==> src/rtl/cpk_pkg.sv <==
package cpk_pkg;

    typedef logic [7:0]  byte_t;
    typedef logic [15:0] word_t;

    // Phase of the byte pair: upper half expected next, or lower half expected next
    typedef enum logic {
        PH_UPPER = 1'b0,
        PH_LOWER = 1'b1
    } pair_phase_e;

    function automatic word_t join_bytes(input byte_t upper, input byte_t lower);
        return {upper, lower};
    endfunction

endpackage

==> src/rtl/cpk_pair_builder.sv <==
module cpk_pair_builder
    import cpk_pkg::*;
(
    input  logic  clk,
    input  logic  rst,
    input  logic  line_valid_i,
    input  byte_t byte_i,
    output logic  push_o,
    output word_t word_o
);

    pair_phase_e phase_q;
    byte_t       upper_q;

    always_ff @(posedge clk) begin
        if (rst) begin
            phase_q <= PH_UPPER;
            upper_q <= '0;
        end else if (!line_valid_i) begin
            phase_q <= PH_UPPER;
        end else if (phase_q == PH_UPPER) begin
            upper_q <= byte_i;
            phase_q <= PH_LOWER;
        end else begin
            phase_q <= PH_UPPER;
        end
    end

    // The flag phase itself is the write strobe
    assign push_o = line_valid_i && (phase_q == PH_LOWER);
    assign word_o = join_bytes(upper_q, byte_i);

    // the first byte of a pair is latched as the upper half and the phase flips
    a_r2_upper_latch: assert property (@(posedge clk) disable iff (rst)
        (line_valid_i && phase_q == PH_UPPER) |=> (phase_q == PH_LOWER && upper_q == $past(byte_i)));

    // a low line strobe restarts the pairing
    a_r4_line_restart: assert property (@(posedge clk) disable iff (rst)
        !line_valid_i |=> phase_q == PH_UPPER);

endmodule

==> src/rtl/cpk_word_fifo.sv <==
module cpk_word_fifo
    import cpk_pkg::*;
#(
    parameter int DEPTH = 16
) (
    input  logic                     clk,
    input  logic                     rst,
    input  logic                     wr_i,
    input  word_t                    wr_data_i,
    input  logic                     rd_i,
    output word_t                    rd_data_o,
    output logic [$clog2(DEPTH):0]   fill_o,
    output logic                     overflow_o
);

    localparam int AW = $clog2(DEPTH);
    localparam int CW = AW + 1;

    word_t           mem [DEPTH];
    logic [AW-1:0]   wptr_q, rptr_q;
    logic [CW-1:0]   cnt_q;
    logic            ovf_q;
    logic            full, empty, do_wr, do_rd;

    assign full  = (cnt_q == CW'(DEPTH));
    assign empty = (cnt_q == '0);
    assign do_wr = wr_i && !full;
    assign do_rd = rd_i && !empty;

    always_ff @(posedge clk) begin
        if (do_wr) mem[wptr_q] <= wr_data_i;
    end

    always_ff @(posedge clk) begin
        if (rst) begin
            wptr_q <= '0;
            rptr_q <= '0;
            cnt_q  <= '0;
            ovf_q  <= 1'b0;
        end else begin
            if (do_wr) wptr_q <= wptr_q + 1'b1;
            if (do_rd) rptr_q <= rptr_q + 1'b1;
            case ({do_wr, do_rd})
                2'b10:   cnt_q <= cnt_q + 1'b1;
                2'b01:   cnt_q <= cnt_q - 1'b1;
                default: cnt_q <= cnt_q;
            endcase
            if (wr_i && full) ovf_q <= 1'b1;
        end
    end

    assign rd_data_o  = mem[rptr_q];
    assign fill_o     = cnt_q;
    assign overflow_o = ovf_q;

    // the count never exceeds the capacity
    a_r5_fill_bound: assert property (@(posedge clk) disable iff (rst)
        cnt_q <= CW'(DEPTH));

    // a read on an empty FIFO leaves it empty
    a_r6_empty_read: assert property (@(posedge clk) disable iff (rst)
        (empty && rd_i && !wr_i) |=> cnt_q == '0);

    // a push while full with no read leaves the count as it was
    a_r7_drop_full: assert property (@(posedge clk) disable iff (rst)
        (full && wr_i && !rd_i) |=> cnt_q == $past(cnt_q));

    // the overflow flag holds once set
    a_r8_sticky: assert property (@(posedge clk) disable iff (rst)
        ovf_q |=> ovf_q);

    // a push and a pop together keep the count
    a_r10_balanced: assert property (@(posedge clk) disable iff (rst)
        (!full && !empty && wr_i && rd_i) |=> cnt_q == $past(cnt_q));

endmodule

==> src/rtl/cpk_frame_edge.sv <==
module cpk_frame_edge (
    input  logic clk,
    input  logic rst,
    input  logic vsync_i,
    output logic start_o
);

    logic prev_q, pulse_q;

    always_ff @(posedge clk) begin
        if (rst) begin
            prev_q  <= 1'b0;
            pulse_q <= 1'b0;
        end else begin
            prev_q  <= vsync_i;
            pulse_q <= vsync_i && !prev_q;
        end
    end

    assign start_o = pulse_q;

    // the frame start is a single-cycle pulse
    a_r9_single_pulse: assert property (@(posedge clk) disable iff (rst)
        pulse_q |=> !pulse_q);

endmodule

==> src/rtl/cam_byte_packer.sv <==
module cam_byte_packer
    import cpk_pkg::*;
#(
    parameter int DEPTH = 16
) (
    input  logic                   clk,
    input  logic                   rst,
    input  logic [7:0]             cam_data_i,
    input  logic                   line_valid_i,
    input  logic                   vsync_i,
    input  logic                   rd_en_i,
    output logic [15:0]            rd_data_o,
    output logic [$clog2(DEPTH):0] fill_o,
    output logic                   frame_start_o,
    output logic                   overflow_o
);

    logic  push;
    word_t word;

    cpk_pair_builder i_pair (
        .clk          (clk),
        .rst          (rst),
        .line_valid_i (line_valid_i),
        .byte_i       (cam_data_i),
        .push_o       (push),
        .word_o       (word)
    );

    cpk_word_fifo #(.DEPTH(DEPTH)) i_fifo (
        .clk        (clk),
        .rst        (rst),
        .wr_i       (push),
        .wr_data_i  (word),
        .rd_i       (rd_en_i),
        .rd_data_o  (rd_data_o),
        .fill_o     (fill_o),
        .overflow_o (overflow_o)
    );

    cpk_frame_edge i_frame (
        .clk     (clk),
        .rst     (rst),
        .vsync_i (vsync_i),
        .start_o (frame_start_o)
    );

    // the reset state is clear on the first cycle after reset
    a_r1_reset_clear: assert property (@(posedge clk)
        $past(rst) |-> (fill_o == '0 && !overflow_o && !frame_start_o));

endmodule

==> config.mk <==
export PLATFORM = sky130hd
export DESIGN_NAME = cam_byte_packer
export DESIGN_NICKNAME = d
export VERILOG_FILES = /design/src/rtl/cpk_pkg.sv /design/src/rtl/cpk_pair_builder.sv /design/src/rtl/cpk_word_fifo.sv /design/src/rtl/cpk_frame_edge.sv /design/src/rtl/cam_byte_packer.sv
export SDC_FILE = /design/constraint.sdc
export NUM_CORES = 1
export LEC_CHECK = 0
export ABC_AREA = 1
export ABC_CLOCK_PERIOD_IN_PS = 2250
export BUFFER_PORTS_ARGS = -buffer_cell sky130_fd_sc_hd__buf_2
export CAP_MARGIN = 20
export CORE_ASPECT_RATIO = 1.2
export CORE_MARGIN = 2
export CORE_UTILIZATION = 48
export DETAILED_ROUTE_END_ITERATION = 10
export GPL_ROUTABILITY_DRIVEN = 0
export GPL_TIMING_DRIVEN = 1
export SYNTH_ARGS = -nofsm -noshare
export SYNTH_HDL_FRONTEND = slang
export SYNTH_SLANG_ARGS = --single-unit
==> constraint.sdc <==
create_clock -name clk -period 2.25 [get_ports clk]
set_input_delay 0.1125 -clock clk [delete_from_list [all_inputs] [get_ports clk]]
set_output_delay 0.1125 -clock clk [all_outputs]
set_load 0.005 [all_outputs]
==> flow_metrics.py <==
metrics = {
    "run_status": {
        "status": "complete, no violations",
    },
    "critical_path": {
        "required_ns": 2.14,
        "critPathKind": "reg -> out",
        "max_stage_delay_ns": 0.47,
        "reg2reg_setup_slack_ns": 0.13,
        "r2r-start": "i_fifo.fill_o[2]",
        "crit_path_end_kind": "output pin",
        "reg2regPathDepth": 14,
        "cp-start-kind": "flip-flop",
        "r2r_end": "i_fifo.fill_o[4]",
        "path_max_fanout": 29,
        "cp_cell_sequence": "buf_12 > mux2i_2 > o211ai_1 > nand3_1 > nand2_1 > buf_2",
        "cp.arrival_ns": 2.08,
        "critPathSlowestCell": "dfxtp_4",
    },
    "yosys": {
        "yosysMostFrequentCell": "edfxtp_1",
        "netlist.area_leader.share": 0.663,
        "ys_types": 32,
        "synth_commonest_cells": "edfxtp_1 (256), inv_1 (92), o21ai_0 (77), a21oi_1 (75)",
        "yosys_warnings": 0,
        "ys_seq_area_frac": 0.714,
        "synthFlopType": "edfxtp_1",
        "syn_inst": 861,
        "ys_top_cells_by_area": "edfxtp_1 (66%), mux2i_1 (5.5%), dfxtp_1 (5.0%), o211ai_1 (4.1%), o21ai_0 (3.3%)",
        "yosysTopAreaCell": "edfxtp_1",
        "synth.avg_cell_area_sq_um": 13.5,
        "synth_edf_count": 256,
        "netlist_area_sq_um": 11600,
        "syn-num-nets": 882,
        "synthArstFlopShare": 0,
        "ys_ff_latch": 285,
    },
    "finish": {
        "diodes": 0,
        "fin_util": 0.571,
        "layoutNonFillerInstCount": 1280,
        "layout-drive-gt1-share": 0.173,
        "area_delta_synth_final_pct": 17.3,
        "stdcell_area_sq_um": 13600,
        "nets": 959,
    },
    "power_and_ir_drop": {
        "p_clk_frac": 0.326,
        "total_power_mw": 14.6,
        "cellPowerDensity_nw_per_um2": 1080,
        "ir_worst_vdd_v": 0.000700,
        "internal_power_mw": 10.3,
        "switchingPower_mw": 4.32,
        "leakage_nw": 4.80,
        "p_seq_frac": 0.417,
        "power_frac_comb": 0.256,
        "switching_share": 0.296,
    },
    "sta": {
        "relSlewSlack": 0.443,
        "worst_pin_slew_ns": 0.834,
        "finalHoldViolCount": 0,
        "clock-skew-final_ns": 0.0221,
        "setup_tns_ns": 0,
        "worst_slack_ns": 0.0605,
        "drv_slew": 0,
        "rsz0062_at_grt": "true",
        "setup_viol": 0,
        "hold_slack_ns": 0.0857,
        "max_freq_mhz": 457,
        "period_share": 0.973,
        "period_needed_ns": 2.19,
    },
    "drt": {
        "antenna_left": 0,
        "drc": 0,
        "wl_per_cell_microns": 22.0,
        "wl_microns": 28100,
        "drtIter0Drc": 648,
        "num_vias": 7173,
        "drtPass1Iterations": 5,
        "via_per_inst": 5.60,
    },
    "cts": {
        "cts_tree": "built",
        "root_buffer": "clkbuf_16",
        "htree_levels": 1,
        "cts.sinks": 285,
        "cts_buffer_depth": 3,
        "cts_buffers": 28,
        "clkTransAtPathRegs_ns": 0.06,
        "clk_latency_ns": 0.55,
    },
    "floorplan": {
        "die_x_microns": 146,
        "fp-row-count": 62,
        "coreArea_sq_um": 23800,
        "die_area_sq_um": 25400,
        "ios": 36,
        "fp.dieH_microns": 174,
        "initial_utilization": 0.486,
    },
    "global_routing": {
        "grt_pass1_wl_microns": 42800,
        "grt-ovfl-total": 0,
        "grt_pass1_vias": 7322,
        "grt_max_degree": 35,
        "grt_util_all_layers": 0.222,
        "antenna_found_initial": 0,
    },
    "placement": {
        "dpl.hpwl_microns": 16400,
        "placed_area_sq_um": 12300,
        "portBuffers": 35,
        "dp_cells": 1207,
        "place_ws_ns": 0.104,
    },
    "worst_hold_path": {
        "holdPathStages": 2,
        "min_to": "i_fifo.fill_o[0]",
        "holdCritStartpoint": "rst",
        "hp-class": "in -> reg",
    },
    "job": {
        "cap_viol_max_count": 0,
    },
}
## metal layers
layer | global-route usage | routed length [microns]
met4 | 0.0731 | 803
met1 | 0.297 | 11900
met2 | 0.377 | 13900
met3 | 0.0304 | 1480
met5 | 0 | 0
## logic make-up (layout without fill, tap and decap cells)
| family | after synthesis | count (layout) | share of synthesized area |
|---|---|---|---|
| flip-flops | 285 | 285 | 0.714 |
| AO/OA/AOI/OAI | 221 | 221 | 0.111 |
| buffers and inverters | 142 | 241 | 0.0526 |
| AND/OR/NAND/NOR | 136 | 136 | 0.0549 |
| multiplexers | 64 | 64 | 0.0553 |
| adder cells (fa/ha/maj) | 8 | 8 | 0.00864 |
| XOR/XNOR | 5 | 5 | 0.00378 |
## power groups by stage
stage,Clock (mW),Combinational [mW],Sequential (mW)
after global routing,5.06,4.11,6.11
after CTS,4.86,3.56,6.09
after global placement,0,3.21,6.18
final,4.77,3.75,6.10
after floorplan,0,2.33,6.09
after detailed placement,0,3.32,6.20
## flip-flops by register name, summed over array words and instances, names as in the netlist, named ones only
register / cells
i_frame.start_o: 1
i_fifo.fill_o: 5
i_pair.phase_q: 1
i_fifo.rptr_q: 4
i_fifo.wptr_q: 4
i_pair.upper_q: 8
i_frame.prev_q: 1
i_fifo.mem: 256
i_fifo.overflow_o: 1
## how the worst max path moves through the flow
stage                                start                 to  slack (ns)  cells past startpoint
after global placement    i_fifo.fill_o[1]   i_fifo.fill_o[4]        0.28                     15
after global routing             flip-flop      rd_data_o[13]       -0.02                      6
final                            flip-flop       rd_data_o[3]        0.06                      6
after CTS                        flip-flop       rd_data_o[7]        0.01                      6
after floorplan           i_fifo.fill_o[1]  i_fifo.mem[11][0]        0.26                      6
after detailed placement  i_fifo.fill_o[1]   i_fifo.fill_o[2]        0.10                     12
## layout make-up
type,count,area (sq um)
Clock buffer,30,708
Timing Repair Buffer,94,811
Fill cell,1911,10200
Tap cell,320,400
Multi-Input combinational cell,434,2800
Sequential cell,285,8280
Inverter,95,362
Clock inverter,22,240
## cell usage in the layout (no fill, tap or decap), drive strengths merged, types with 4 or more instances in the layout
| master | Yosys | final |
|---|---|---|
| dlygate4sd3 | 0 | 11 |
| a21oi | 75 | 75 |
| dfxtp | 29 | 29 |
| xor2 | 4 | 4 |
| nand2 | 55 | 55 |
| nand3 | 30 | 30 |
| bufinv | 0 | 5 |
| clkinv | 1 | 18 |
| o21ai | 77 | 77 |
| inv | 94 | 94 |
| clkbuf | 26 | 31 |
| o211ai | 64 | 64 |
| nor2 | 36 | 36 |
| nor3b | 7 | 7 |
| edfxtp | 256 | 256 |
| mux2i | 64 | 64 |
| buf | 21 | 81 |
| ha | 8 | 8 |
## worst max-delay path: cells and delay by family (launching register included)
kind / cells / cell delay [ns]
AOI/OAI and AO/OA: 1 / 0.12
buffers and inverters: 2 / 0.39
DFF: 1 / 0.47
muxes: 1 / 0.26
and+or+nand+nor: 2 / 0.27
## what timing repair did
action                                  CTS  global route
hold endpoints to repair                131             0
pin swaps                                 0             1
gates resized for setup                   5            15
endpoints found under the setup margin   11            12
setup buffers                             2             5
cloned                                    2             1
hold buffers                             11             0
No activity file was read; power rests on OpenSTA's default activity.
